==> config.mk <==
export PLATFORM = sky130hd
export DESIGN_NAME = vid_cfg_shadow_regs
export DESIGN_NICKNAME = d
export VERILOG_FILES = /design/src/rtl/vcs_pkg.sv /design/src/rtl/vcs_sync_edge.sv /design/src/rtl/vcs_cfg_bank.sv /design/src/rtl/vcs_read_mux.sv /design/src/rtl/vid_cfg_shadow_regs.sv
export SDC_FILE = /design/constraint.sdc
export NUM_CORES = 1
export LEC_CHECK = 0
export ABC_AREA = 1
export BUFFER_PORTS_ARGS = -buffer_cell sky130_fd_sc_hd__buf_2
export CAP_MARGIN = 20
export CELL_PAD_IN_SITES_DETAIL_PLACEMENT = 1
export CELL_PAD_IN_SITES_GLOBAL_PLACEMENT = 2
export CORE_MARGIN = 3
export CORE_UTILIZATION = 21
export DETAILED_ROUTE_END_ITERATION = 8
export GPL_ROUTABILITY_DRIVEN = 0
export GPL_TIMING_DRIVEN = 0
export PLACE_DENSITY = 0.85
export SLEW_MARGIN = 15
export SYNTH_ARGS = -nofsm -noshare
export SYNTH_HDL_FRONTEND = slang
export SYNTH_HIERARCHICAL = 1
export SYNTH_SLANG_ARGS = --single-unit
==> constraint.sdc <==
create_clock -name clk -period 2.5 [get_ports clk]
set_clock_uncertainty 0.05 [all_clocks]
set_input_delay 0.125 -clock clk [delete_from_list [all_inputs] [get_ports clk]]
set_output_delay 0.125 -clock clk [all_outputs]
set_load 0.1 [all_outputs]
==> src/rtl/vcs_pkg.sv <==
package vcs_pkg;

    // Field order matches the bit order in the mode register (MSB first).
    typedef struct packed {
        logic line_skip;
        logic tile_mode;
        logic chroma_both;
        logic field_live;
    } mode_t;

    typedef struct packed {
        mode_t mode;
        logic  field_bot;
    } cfg_t;

    localparam int MODE_W   = $bits(mode_t);
    localparam int MODE_LSB = 2;

endpackage

==> src/rtl/vcs_sync_edge.sv <==
module vcs_sync_edge #(
    parameter int STAGES = 2
) (
    input  logic clk,
    input  logic rst_n,
    input  logic vsync_in,
    input  logic parity_in,
    output logic commit,
    output logic parity_sync
);
    typedef struct packed {
        logic [STAGES-1:0] vs;
        logic [STAGES-1:0] pf;
        logic              vs_prev;
    } sync_t;

    sync_t st_d, st_q;

    always_comb begin
        st_d         = st_q;
        st_d.vs      = {st_q.vs[STAGES-2:0], vsync_in};
        st_d.pf      = {st_q.pf[STAGES-2:0], parity_in};
        st_d.vs_prev = st_q.vs[STAGES-1];
    end

    always_ff @(posedge clk or negedge rst_n) begin
        if (!rst_n) st_q <= '0;
        else        st_q <= st_d;
    end

    assign commit      = st_q.vs[STAGES-1] & ~st_q.vs_prev;
    assign parity_sync = st_q.pf[STAGES-1];
endmodule

==> src/rtl/vcs_cfg_bank.sv <==
module vcs_cfg_bank
    import vcs_pkg::*;
#(
    parameter int                ADDR_W    = 8,
    parameter int                DATA_W    = 32,
    parameter logic [ADDR_W-1:0] OFS_REQ   = 8'h08,
    parameter logic [ADDR_W-1:0] OFS_FIELD = 8'h0C,
    parameter logic [ADDR_W-1:0] OFS_MODE  = 8'h10
) (
    input  logic              clk,
    input  logic              rst_n,
    input  logic              wr_en,
    input  logic [ADDR_W-1:0] addr,
    input  logic [DATA_W-1:0] wdata,
    input  logic              commit,
    output cfg_t              work,
    output cfg_t              active,
    output logic              req_pend
);
    typedef struct packed {
        cfg_t work;
        cfg_t act;
        logic req;
    } bank_t;

    bank_t bk_d, bk_q;
    logic  req_set;
    logic  unused_wbits;

    assign unused_wbits = ^{wdata[DATA_W-1:MODE_LSB+MODE_W], wdata[MODE_LSB-1:1]};

    always_comb begin
        bk_d    = bk_q;
        req_set = wr_en && (addr == OFS_REQ) && wdata[0];
        if (wr_en && addr == OFS_MODE)
            bk_d.work.mode = mode_t'(wdata[MODE_LSB +: MODE_W]);
        if (wr_en && addr == OFS_FIELD)
            bk_d.work.field_bot = wdata[0];
        if (commit && bk_q.req)
            bk_d.act = bk_q.work;
        // a request written during the commit cycle survives to the next edge
        bk_d.req = commit ? req_set : (bk_q.req | req_set);
    end

    always_ff @(posedge clk or negedge rst_n) begin
        if (!rst_n) bk_q <= '0;
        else        bk_q <= bk_d;
    end

    assign work     = bk_q.work;
    assign active   = bk_q.act;
    assign req_pend = bk_q.req;
endmodule

==> src/rtl/vcs_read_mux.sv <==
module vcs_read_mux
    import vcs_pkg::*;
#(
    parameter int                ADDR_W    = 8,
    parameter int                DATA_W    = 32,
    parameter logic [ADDR_W-1:0] OFS_FIELD = 8'h0C,
    parameter logic [ADDR_W-1:0] OFS_MODE  = 8'h10
) (
    input  logic [ADDR_W-1:0] addr,
    input  cfg_t              work,
    input  logic              live_mode,
    input  logic              parity_sync,
    output logic [DATA_W-1:0] rdata
);
    always_comb begin
        rdata = '0;
        if (addr == OFS_MODE)
            rdata[MODE_LSB +: MODE_W] = work.mode;
        else if (addr == OFS_FIELD)
            rdata[0] = live_mode ? parity_sync : work.field_bot;
    end
endmodule

==> src/rtl/vid_cfg_shadow_regs.sv <==
module vid_cfg_shadow_regs
    import vcs_pkg::*;
#(
    parameter int                ADDR_W      = 8,
    parameter int                DATA_W      = 32,
    parameter int                SYNC_STAGES = 2,
    parameter logic [ADDR_W-1:0] OFS_REQ     = 8'h08,
    parameter logic [ADDR_W-1:0] OFS_FIELD   = 8'h0C,
    parameter logic [ADDR_W-1:0] OFS_MODE    = 8'h10
) (
    input  logic              clk,
    input  logic              rst_n,
    input  logic              bus_wr,
    input  logic [ADDR_W-1:0] bus_addr,
    input  logic [DATA_W-1:0] bus_wdata,
    output logic [DATA_W-1:0] bus_rdata,
    input  logic              vsync_in,
    input  logic              field_parity_in,
    output logic              cfg_line_skip,
    output logic              cfg_tile_mode,
    output logic              cfg_chroma_both,
    output logic              cfg_field_live,
    output logic              field_sel
);
    logic commit;
    logic parity_sync;
    logic req_pend;
    cfg_t work;
    cfg_t active;

    vcs_sync_edge #(.STAGES(SYNC_STAGES)) u_sync (
        .clk         (clk),
        .rst_n       (rst_n),
        .vsync_in    (vsync_in),
        .parity_in   (field_parity_in),
        .commit      (commit),
        .parity_sync (parity_sync)
    );

    vcs_cfg_bank #(
        .ADDR_W(ADDR_W), .DATA_W(DATA_W),
        .OFS_REQ(OFS_REQ), .OFS_FIELD(OFS_FIELD), .OFS_MODE(OFS_MODE)
    ) u_bank (
        .clk      (clk),
        .rst_n    (rst_n),
        .wr_en    (bus_wr),
        .addr     (bus_addr),
        .wdata    (bus_wdata),
        .commit   (commit),
        .work     (work),
        .active   (active),
        .req_pend (req_pend)
    );

    vcs_read_mux #(
        .ADDR_W(ADDR_W), .DATA_W(DATA_W),
        .OFS_FIELD(OFS_FIELD), .OFS_MODE(OFS_MODE)
    ) u_rd (
        .addr        (bus_addr),
        .work        (work),
        .live_mode   (active.mode.field_live),
        .parity_sync (parity_sync),
        .rdata       (bus_rdata)
    );

    assign cfg_line_skip   = active.mode.line_skip;
    assign cfg_tile_mode   = active.mode.tile_mode;
    assign cfg_chroma_both = active.mode.chroma_both;
    assign cfg_field_live  = active.mode.field_live;
    assign field_sel       = active.mode.field_live ? parity_sync : active.field_bot;
endmodule

Word level (Yosys, flattened, before mapping)
Cells that the tools add are included.
Word-level totals
  logic and storage cells: 31
  input port bits: 45
  register bits: 16
Operators by class
  muxes and demuxes: 6
  reductions and logical operators: 5
  equality and inequality tests: 3
  bitwise gates (word level): 3
Operator list (number)
  8-bit by 4-bit equality test with 1-bit output (second input constant): 2
  8-bit by 5-bit equality test with 1-bit output (second input constant): 1
  1-bit logical AND: 5
  1-bit two-way mux: 5
  4-bit two-way mux: 1
  1-bit AND: 1
  1-bit inverter: 1
  1-bit OR: 1

Depth between registers and ports, before layout
Gate-level depths: netlist of run 1.
  word-level depth: 5
  mapped depth: 6
  gate-level depth less buffers: 6

By module
Netlist of run 1, hierarchy kept.
Modules (own cells, without submodules)
  vcs_cfg_bank: sequential area each 275.3 um^2, times used 1, cells an instance 59, area each 559.3 um^2
  vcs_read_mux: sequential area each 0.0 um^2, times used 1, cells an instance 64, area each 359.1 um^2
  vcs_sync_edge: sequential area each 125.1 um^2, times used 1, cells an instance 7, area each 135.1 um^2
  vid_cfg_shadow_regs: sequential area each 0.0 um^2, times used 1, cells an instance 4, area each 15.0 um^2

Least setup slack after synthesis of run 1
OpenSTA, ideal clock, no wires.
  path kind: reg-to-output
  start: register u_bank.bk_q, in the netlist u_bank/active[1]
  end: output port bus_rdata[0]
  buffers on the path: 0
  data required time: 2.325 ns
  stages on the path, launching flop included: 5
  setup slack: -0.138 ns
  arrival: 2.463 ns
  path through: dfrtp_1 > nand2_1 > nand2_1 > nand2_1 > nor2_1
Between the ends
  word-level cells in the longest chain between the ends: 3
RTL lines
  from (decl): RTL line vcs_cfg_bank.sv:26  | bank_t bk_d, bk_q;
  from (signal assigned): RTL line vcs_cfg_bank.sv:47  | else bk_q <= bk_d;
  1-bit two-way mux: RTL line vcs_read_mux.sv:20  | rdata[0] = live_mode ? parity_sync : work.field_bot;
  1-bit two-way mux: RTL line vcs_read_mux.sv:19  | else if (addr == OFS_FIELD)
  1-bit two-way mux: RTL line vcs_read_mux.sv:17  | if (addr == OFS_MODE)
  to (decl): RTL line vid_cfg_shadow_regs.sv:16  | output logic [DATA_W-1:0] bus_rdata,
No other way between the ends.

Final worst setup path of run 1
Ends and elaborated chain as after synthesis.

==> impl_metrics.csv, run 1 <==
group,metric,value,unit
clock_tree,cts_tree,"built",
timing,period_needed,1584,ps
setup_path,r2r_start,"u_sync/st_d[0]",
setup_path,slowest_stage,"dfrtp_1",
floorplanning,std_cell_rows,25,
clock_tree,clkSinkCount,16,
grt,grtUsageTotal,8.176,%
floorplanning,core,4817,um^2
setup_path,worstSetupEndpointType,"primary output",
drt,drtIter0Drc,20,
setup_path,crit_fanout,6,
logic_synthesis,syn_inst,134,
setup_path,path_class,"register to primary output",
clock_tree,htree_levels,1,
power_and_ir_drop,p_sw,312.2,uW
layout,drive_gt1_share,40.21,%
setup_path,r2r_cells,4,
setup_path,crit_path_start,"u_bank/active[1]",
power_and_ir_drop,p_leak,0.8939,nW
timing,hold_viol,0,
power_and_ir_drop,seq_power_share,35.3,%
floorplanning,initial_core_util,22.18,%
clock_tree,postCtsSetupBuffers,0,
logic_synthesis,syn_avg_cell_area,7.974,um^2
power_and_ir_drop,peakVddDrop,0.3781,mV
setup_path,r2r_setup_slack,1390,ps
grt,grt_pass1_wl,3953,um
drt,drc_errors,0,
logic_synthesis,ys_seq_area_share,37.47,%
layout,nNetsFinal,240,
drt,vias,878,
drt,drt_wl_total,2276,um
layout,final_core_util,30.57,%
min_path,whs_path_depth,3,
logic_synthesis,yosysWarningCount,6,
status,status,"finished, final reports clean",
grt,grt_max_degree,17,
grt,grt-ovfl-total,0,
min_path,hold_path_end,"u_bank/work[4]",
clock_tree,clk_latency,250,ps
setup_path,cp_slowest_stage_delay,420,ps
power_and_ir_drop,cellPowerDensity,525.0,nW/um^2
power_and_ir_drop,p_int,461.0,uW
placed_design,hpwl,1980,um
drt,wl_per_cell,8.720,um
grt,grt_pass1_vias,918,
power_and_ir_drop,netSwitchingFraction,40.38,%
drt,antenna_left,0,
placed_design,io_buffers,27,
logic_synthesis,synth_seq_cells,16,
grt,antenna_found_initial,0,
placed_design,place_ws,1149,ps
power_and_ir_drop,design_power_total,773.1,uW
drt,vias_per_cell,3.364,
setup_path,cp-start-kind,"register",
floorplanning,die_w,77.33,um
clock_tree,numCtsBuffers,3,
floorplanning,dieArea,5980,um^2
setup_path,cpMostUsedCell,"nand2_1",
timing,setup_violations,0,
floorplanning,io-pin-count,82,
timing,finalCritPeriodShare,63.37,%
setup_path,cp.required,2330,ps
clock_tree,cts.path.max_buffers,2,
power_and_ir_drop,pwr-share-clk,28.9,%
power_and_ir_drop,combPwrFrac,35.8,%
drt,dr.pass1.iters,3,
layout,synthToLayoutAreaGrowth,37.82,%
logic_synthesis,synth_cell_types,17,
timing,drv_slew,0,
timing,timing.fmax,0.6312,GHz
min_path,hold_class,"primary input to register",
logic_synthesis,synth_area,1069,um^2
timing,rsz0062_at_grt,"no",
setup_path,r2r_end,"u_bank/active[3]",
flow_run,maxCapViolations,0,
timing,worst_slack,915.7,ps
setup_path,path_cells,"inv_1, nand2_1, nand2_1, nand2_1, nor2_2, buf_2",
clock_tree,path_clk_slew,60,ps
floorplanning,die_height,77.33,um
layout,diodes,0,
clock_tree,cts_root_buf,"clkbuf_8",
timing,fin_tns_setup,0,ps
min_path,hold_start,"bus_wdata[5]",
setup_path,arrival,1410,ps
==> flip-flops by register name, indices dropped and copies added, names as in the netlist <==
| register | cells |
|---|---|
| u_sync/st_q | 1 |
| u_sync/parity_sync | 1 |
| u_bank/req_pend | 1 |
| u_bank/work | 5 |
| u_bank/active | 5 |
| u_sync/st_d | 3 |
==> routing by layer <==
layer  up-vias  routed length [um]  track usage (%)
met5         -                   0                0
met4         0                   8            2.135
met3         2                 179            2.784
met2        32                1139            15.20
met1       387                 948            8.758
li1        457                   -                -
==> metrics by stage <==
step / cell area (um^2) / hold WS (ps) / std cells
CTS: 1473 / 53.30 / 261
detailed placement: 1388 / 10.46 / 254
global route: 1473 / 66.22 / 261
floorplan: 1169 / -220.6 / 160
finish: 1473 / 54.74 / 261
global placement: 1388 / 5.733 / 254
==> worst max-delay path: cells and delay by family, from the launching register on <==
family,cells,cell delay (ps)
and+or+nand+nor,4,240
DFF,1,420
buffers and inverters,2,490
==> worst max path at each step <==
stage | to | slack, ps | cells past startpoint
after global routing | bus_rdata[0] | 800 | 6
after detailed placement | bus_rdata[2] | 1150 | 7
final | bus_rdata[0] | 920 | 6
after floorplan | bus_rdata[0] | 310 | 4
after CTS | bus_rdata[0] | 890 | 6
after global placement | bus_rdata[2] | 1140 | 7
==> cells in the mapped netlist (all sizes together) <==
master  count  area (um^2)
dfrtp      16        400.4
nor2       18        111.4
nand3b      1        7.510
nand3       6        30.03
mux2        5        56.30
buf        27        202.7
conb        1        3.750
nand2      36        165.2
inv        23        86.33
o21ai       1        5.000
==> final cells by class <==
class | instances | area [um^2]
plain buffers | 27 | 202.7
clock buffers | 4 | 55.05
fillers | 632 | 3344
inverters | 23 | 86.33
multi-input cells | 94 | 479.2
flip-flops and latches | 16 | 400.4
well taps | 67 | 83.83
repair buffers | 30 | 165.2
==> cell usage in the layout (no fill, tap or decap) <==
master and count:
nor2_2 3, mux2_2 4, nor2_1 11, o21ai_1 1, dlygate4sd3_1 3, conb_1 27, buf_4 27, inv_1 22
nand3b_1 1, mux2_1 1, nor2_8 1, buf_2 27, nand3_1 6, inv_2 1, nand2_1 28, nand2_4 2
nor2_4 3, clkbuf_8 4, nand2_2 6, dfrtp_1 16
==> power groups by stage <==
stage                     registers, mW  logic [mW]  clock network, mW
after CTS                         0.273       0.276              0.232
after global placement            0.277       0.271                  0
after detailed placement          0.278       0.273                  0
after global routing              0.274       0.290              0.245
final                             0.273       0.277              0.224
after floorplan                   0.280       0.239                  0
==> repair_timing <==
action / in CTS / in global routing
endpoints found under the hold margin: 18 / 0
endpoints found under the setup margin: 0 / 0
resized for setup: 0 / 0
hold buffers: 3 / 0
==> cell families (layout without fill, tap and decap cells) <==
logic type | after synthesis | count (layout) | share of synthesized area [%]
buffers and inverters | 50 | 84 | 27.05
other | 1 | 27 | 0.3510
DFF | 16 | 16 | 37.47
and+or+nand+nor | 61 | 61 | 29.39
AOI/OAI and AO/OA | 1 | 1 | 0.4679
muxes | 5 | 5 | 5.269
(Power assumes the default switching activity.)
==> run 2: changes to the inputs <==
Settings changed: CORE_UTILIZATION 21 to 17, PLACE_DENSITY 0.85 to 0.74.
Clock period 2.5 ns to 1.45 ns, I/O delays scaled along.
==> impl_metrics.csv, run 2 (synthesized netlist as in run 1, its figures left out) <==
group,metric,value,unit
power_and_ir_drop,p_sw,555.5,uW
timing,rsz0062_at_grt,"no",
floorplanning,io-pin-count,82,
layout,layoutNonFillerInstCount,272,
clock_tree,cts_root_buf,"clkbuf_8",
drt,vias,910,
layout,drive_gt1_share,42.64,%
setup_path,path_cells,"inv_1, nand2_1, nand2_1, nand2_1, nor2_4, buf_12",
drt,drt_wl_total,2370,um
clock_tree,htree_levels,1,
floorplanning,initial_core_util,17.84,%
floorplanning,dieArea,7273,um^2
power_and_ir_drop,seq_power_share,34.7,%
placed_design,hpwl,2012,um
clock_tree,cts.path.max_buffers,2,
drt,vias_per_cell,3.346,
power_and_ir_drop,p_leak,0.9060,nW
setup_path,crit_path_start,"u_bank/active[1]",
setup_path,path_class,"register to primary output",
setup_path,slowest_stage,"dfrtp_2",
setup_path,arrival,1230,ps
power_and_ir_drop,p_int,800.8,uW
timing,finalCritPeriodShare,93.43,%
grt,grt_pass1_vias,948,
placed_design,dp.cells,262,
setup_path,r2r_cells,3,
timing,fin_tns_setup,0,ps
power_and_ir_drop,pwr-share-clk,29.6,%
grt,grt-ovfl-total,0,
floorplanning,core,5991,um^2
min_path,hold_class,"primary input to register",
layout,synthToLayoutAreaGrowth,44.97,%
setup_path,cpMostUsedCell,"nand2_1",
grt,grtUsageTotal,6.926,%
clock_tree,clk_latency,250,ps
clock_tree,postCtsSetupBuffers,0,
floorplanning,die_w,85.28,um
timing,hold_viol,0,
drt,drc_errors,0,
power_and_ir_drop,peakVddDrop,0.3258,mV
placed_design,dpl_cell_area,1416,um^2
layout,fillers,732,
setup_path,endpoint,"bus_rdata[0]",
setup_path,cp.required,1330,ps
floorplanning,std_cell_rows,28,
timing,setup_violations,0,
layout,final_cell_mix,"nand2_1, buf_4, conb_1",
clock_tree,numCtsBuffers,3,
setup_path,worstSetupEndpointType,"primary output",
layout,final_core_util,25.86,%
setup_path,r2r_setup_slack,340,ps
placed_design,io_buffers,27,
setup_path,cp-start-kind,"register",
setup_path,r2r_start,"u_sync/st_q[0]",
drt,wl_per_cell,8.713,um
drt,antenna_left,0,
power_and_ir_drop,combPwrFrac,35.7,%
floorplanning,die_height,85.28,um
power_and_ir_drop,netSwitchingFraction,40.96,%
setup_path,r2r_end,"u_bank/active[0]",
drt,dr.pass1.iters,3,
timing,period_needed,1355,ps
grt,grt_pass1_wl,4029,um
drt,drtIter0Drc,10,
status,status,"finished, final reports clean",
setup_path,cp_slowest_stage_delay,430,ps
grt,antenna_found_initial,0,
grt,grt_max_degree,17,
power_and_ir_drop,design_power_total,1.356,mW
layout,nNetsFinal,243,
power_and_ir_drop,cellPowerDensity,875.6,nW/um^2
flow_run,maxCapViolations,0,
layout,diodes,0,
clock_tree,cts_tree,"built",
clock_tree,clkSinkCount,16,
clock_tree,path_clk_slew,70,ps
layout,stdcell_area,1549,um^2
timing,timing.fmax,0.7382,GHz
setup_path,crit_fanout,6,
timing,drv_slew,0,
==> run 2: cell types whose count changed in the layout (fill, tap and decap cells not counted), sizes merged <==
cell	before	now
dlygate4sd3	3	6
buf	54	53
clkbuf	4	5
==> run 2: power by group through the flow <==
stage          Combinational, mW  Sequential, mW  Clock (mW)
4_1_cts                    0.484           0.471       0.418
2_1_floorplan              0.414           0.482           0
3_3_place_gp               0.470           0.479           0
3_5_place_dp               0.471           0.479           0
6_report                   0.485           0.471       0.401
5_1_grt                    0.510           0.472       0.429
==> run 2: layer usage <==
metal	GRT usage, %	vias up	share of wire, %
li1	-	467	-
met1	8.309	407	42
met2	11.86	33	49
met3	1.456	3	7.9
met4	3.022	0	1.5
met5	0	-	0
==> run 2: critical path: cells and delay by family, from the launching register on <==
family,cells,cell delay (ps)
and+or+nand+nor,4,300
buffers and inverters,2,240
DFF,1,430
==> run 2: how the worst min path moves through the flow <==
stage                             from            endpoint  slack [ps]  cells after the start
final                     bus_wdata[2]      u_bank/work[1]           2                      3
after global routing      bus_wdata[2]      u_bank/work[1]          30                      3
after CTS                 bus_wdata[2]      u_bank/work[1]           8                      3
after detailed placement         rst_n  u_sync/parity_sync         -40                      1
after global placement           rst_n  u_sync/parity_sync         -50                      1
after floorplan                  rst_n    u_bank/active[0]        -270                      0
==> run 2: final cells by class <==
cell class / instances / area [um^2] / share of cell area, %
clock buffers: 4 / 55.05 / 3.554
multi-input cells: 94 / 496.7 / 32.07
repair buffers: 33 / 212.7 / 13.73
well taps: 75 / 93.84 / 6.058
plain buffers: 27 / 202.7 / 13.09
inverters: 23 / 86.33 / 5.573
flip-flops and latches: 16 / 401.6 / 25.93
==> run 2: timing repair <==
item	CTS	global route
hold endpoints to repair	21	0
hold buffers	6	0
gates resized for setup	2	3
setup endpoints to repair	1	2
==> run 2: through the flow <==
step	worst slack (ps)	hold slack (ps)
floorplan	-109.6	-273.1
global placement	156.4	-45.92
detailed placement	150.9	-41.17
CTS	44.25	7.771
global route	0.7165	25.55
finish	95.31	2.018
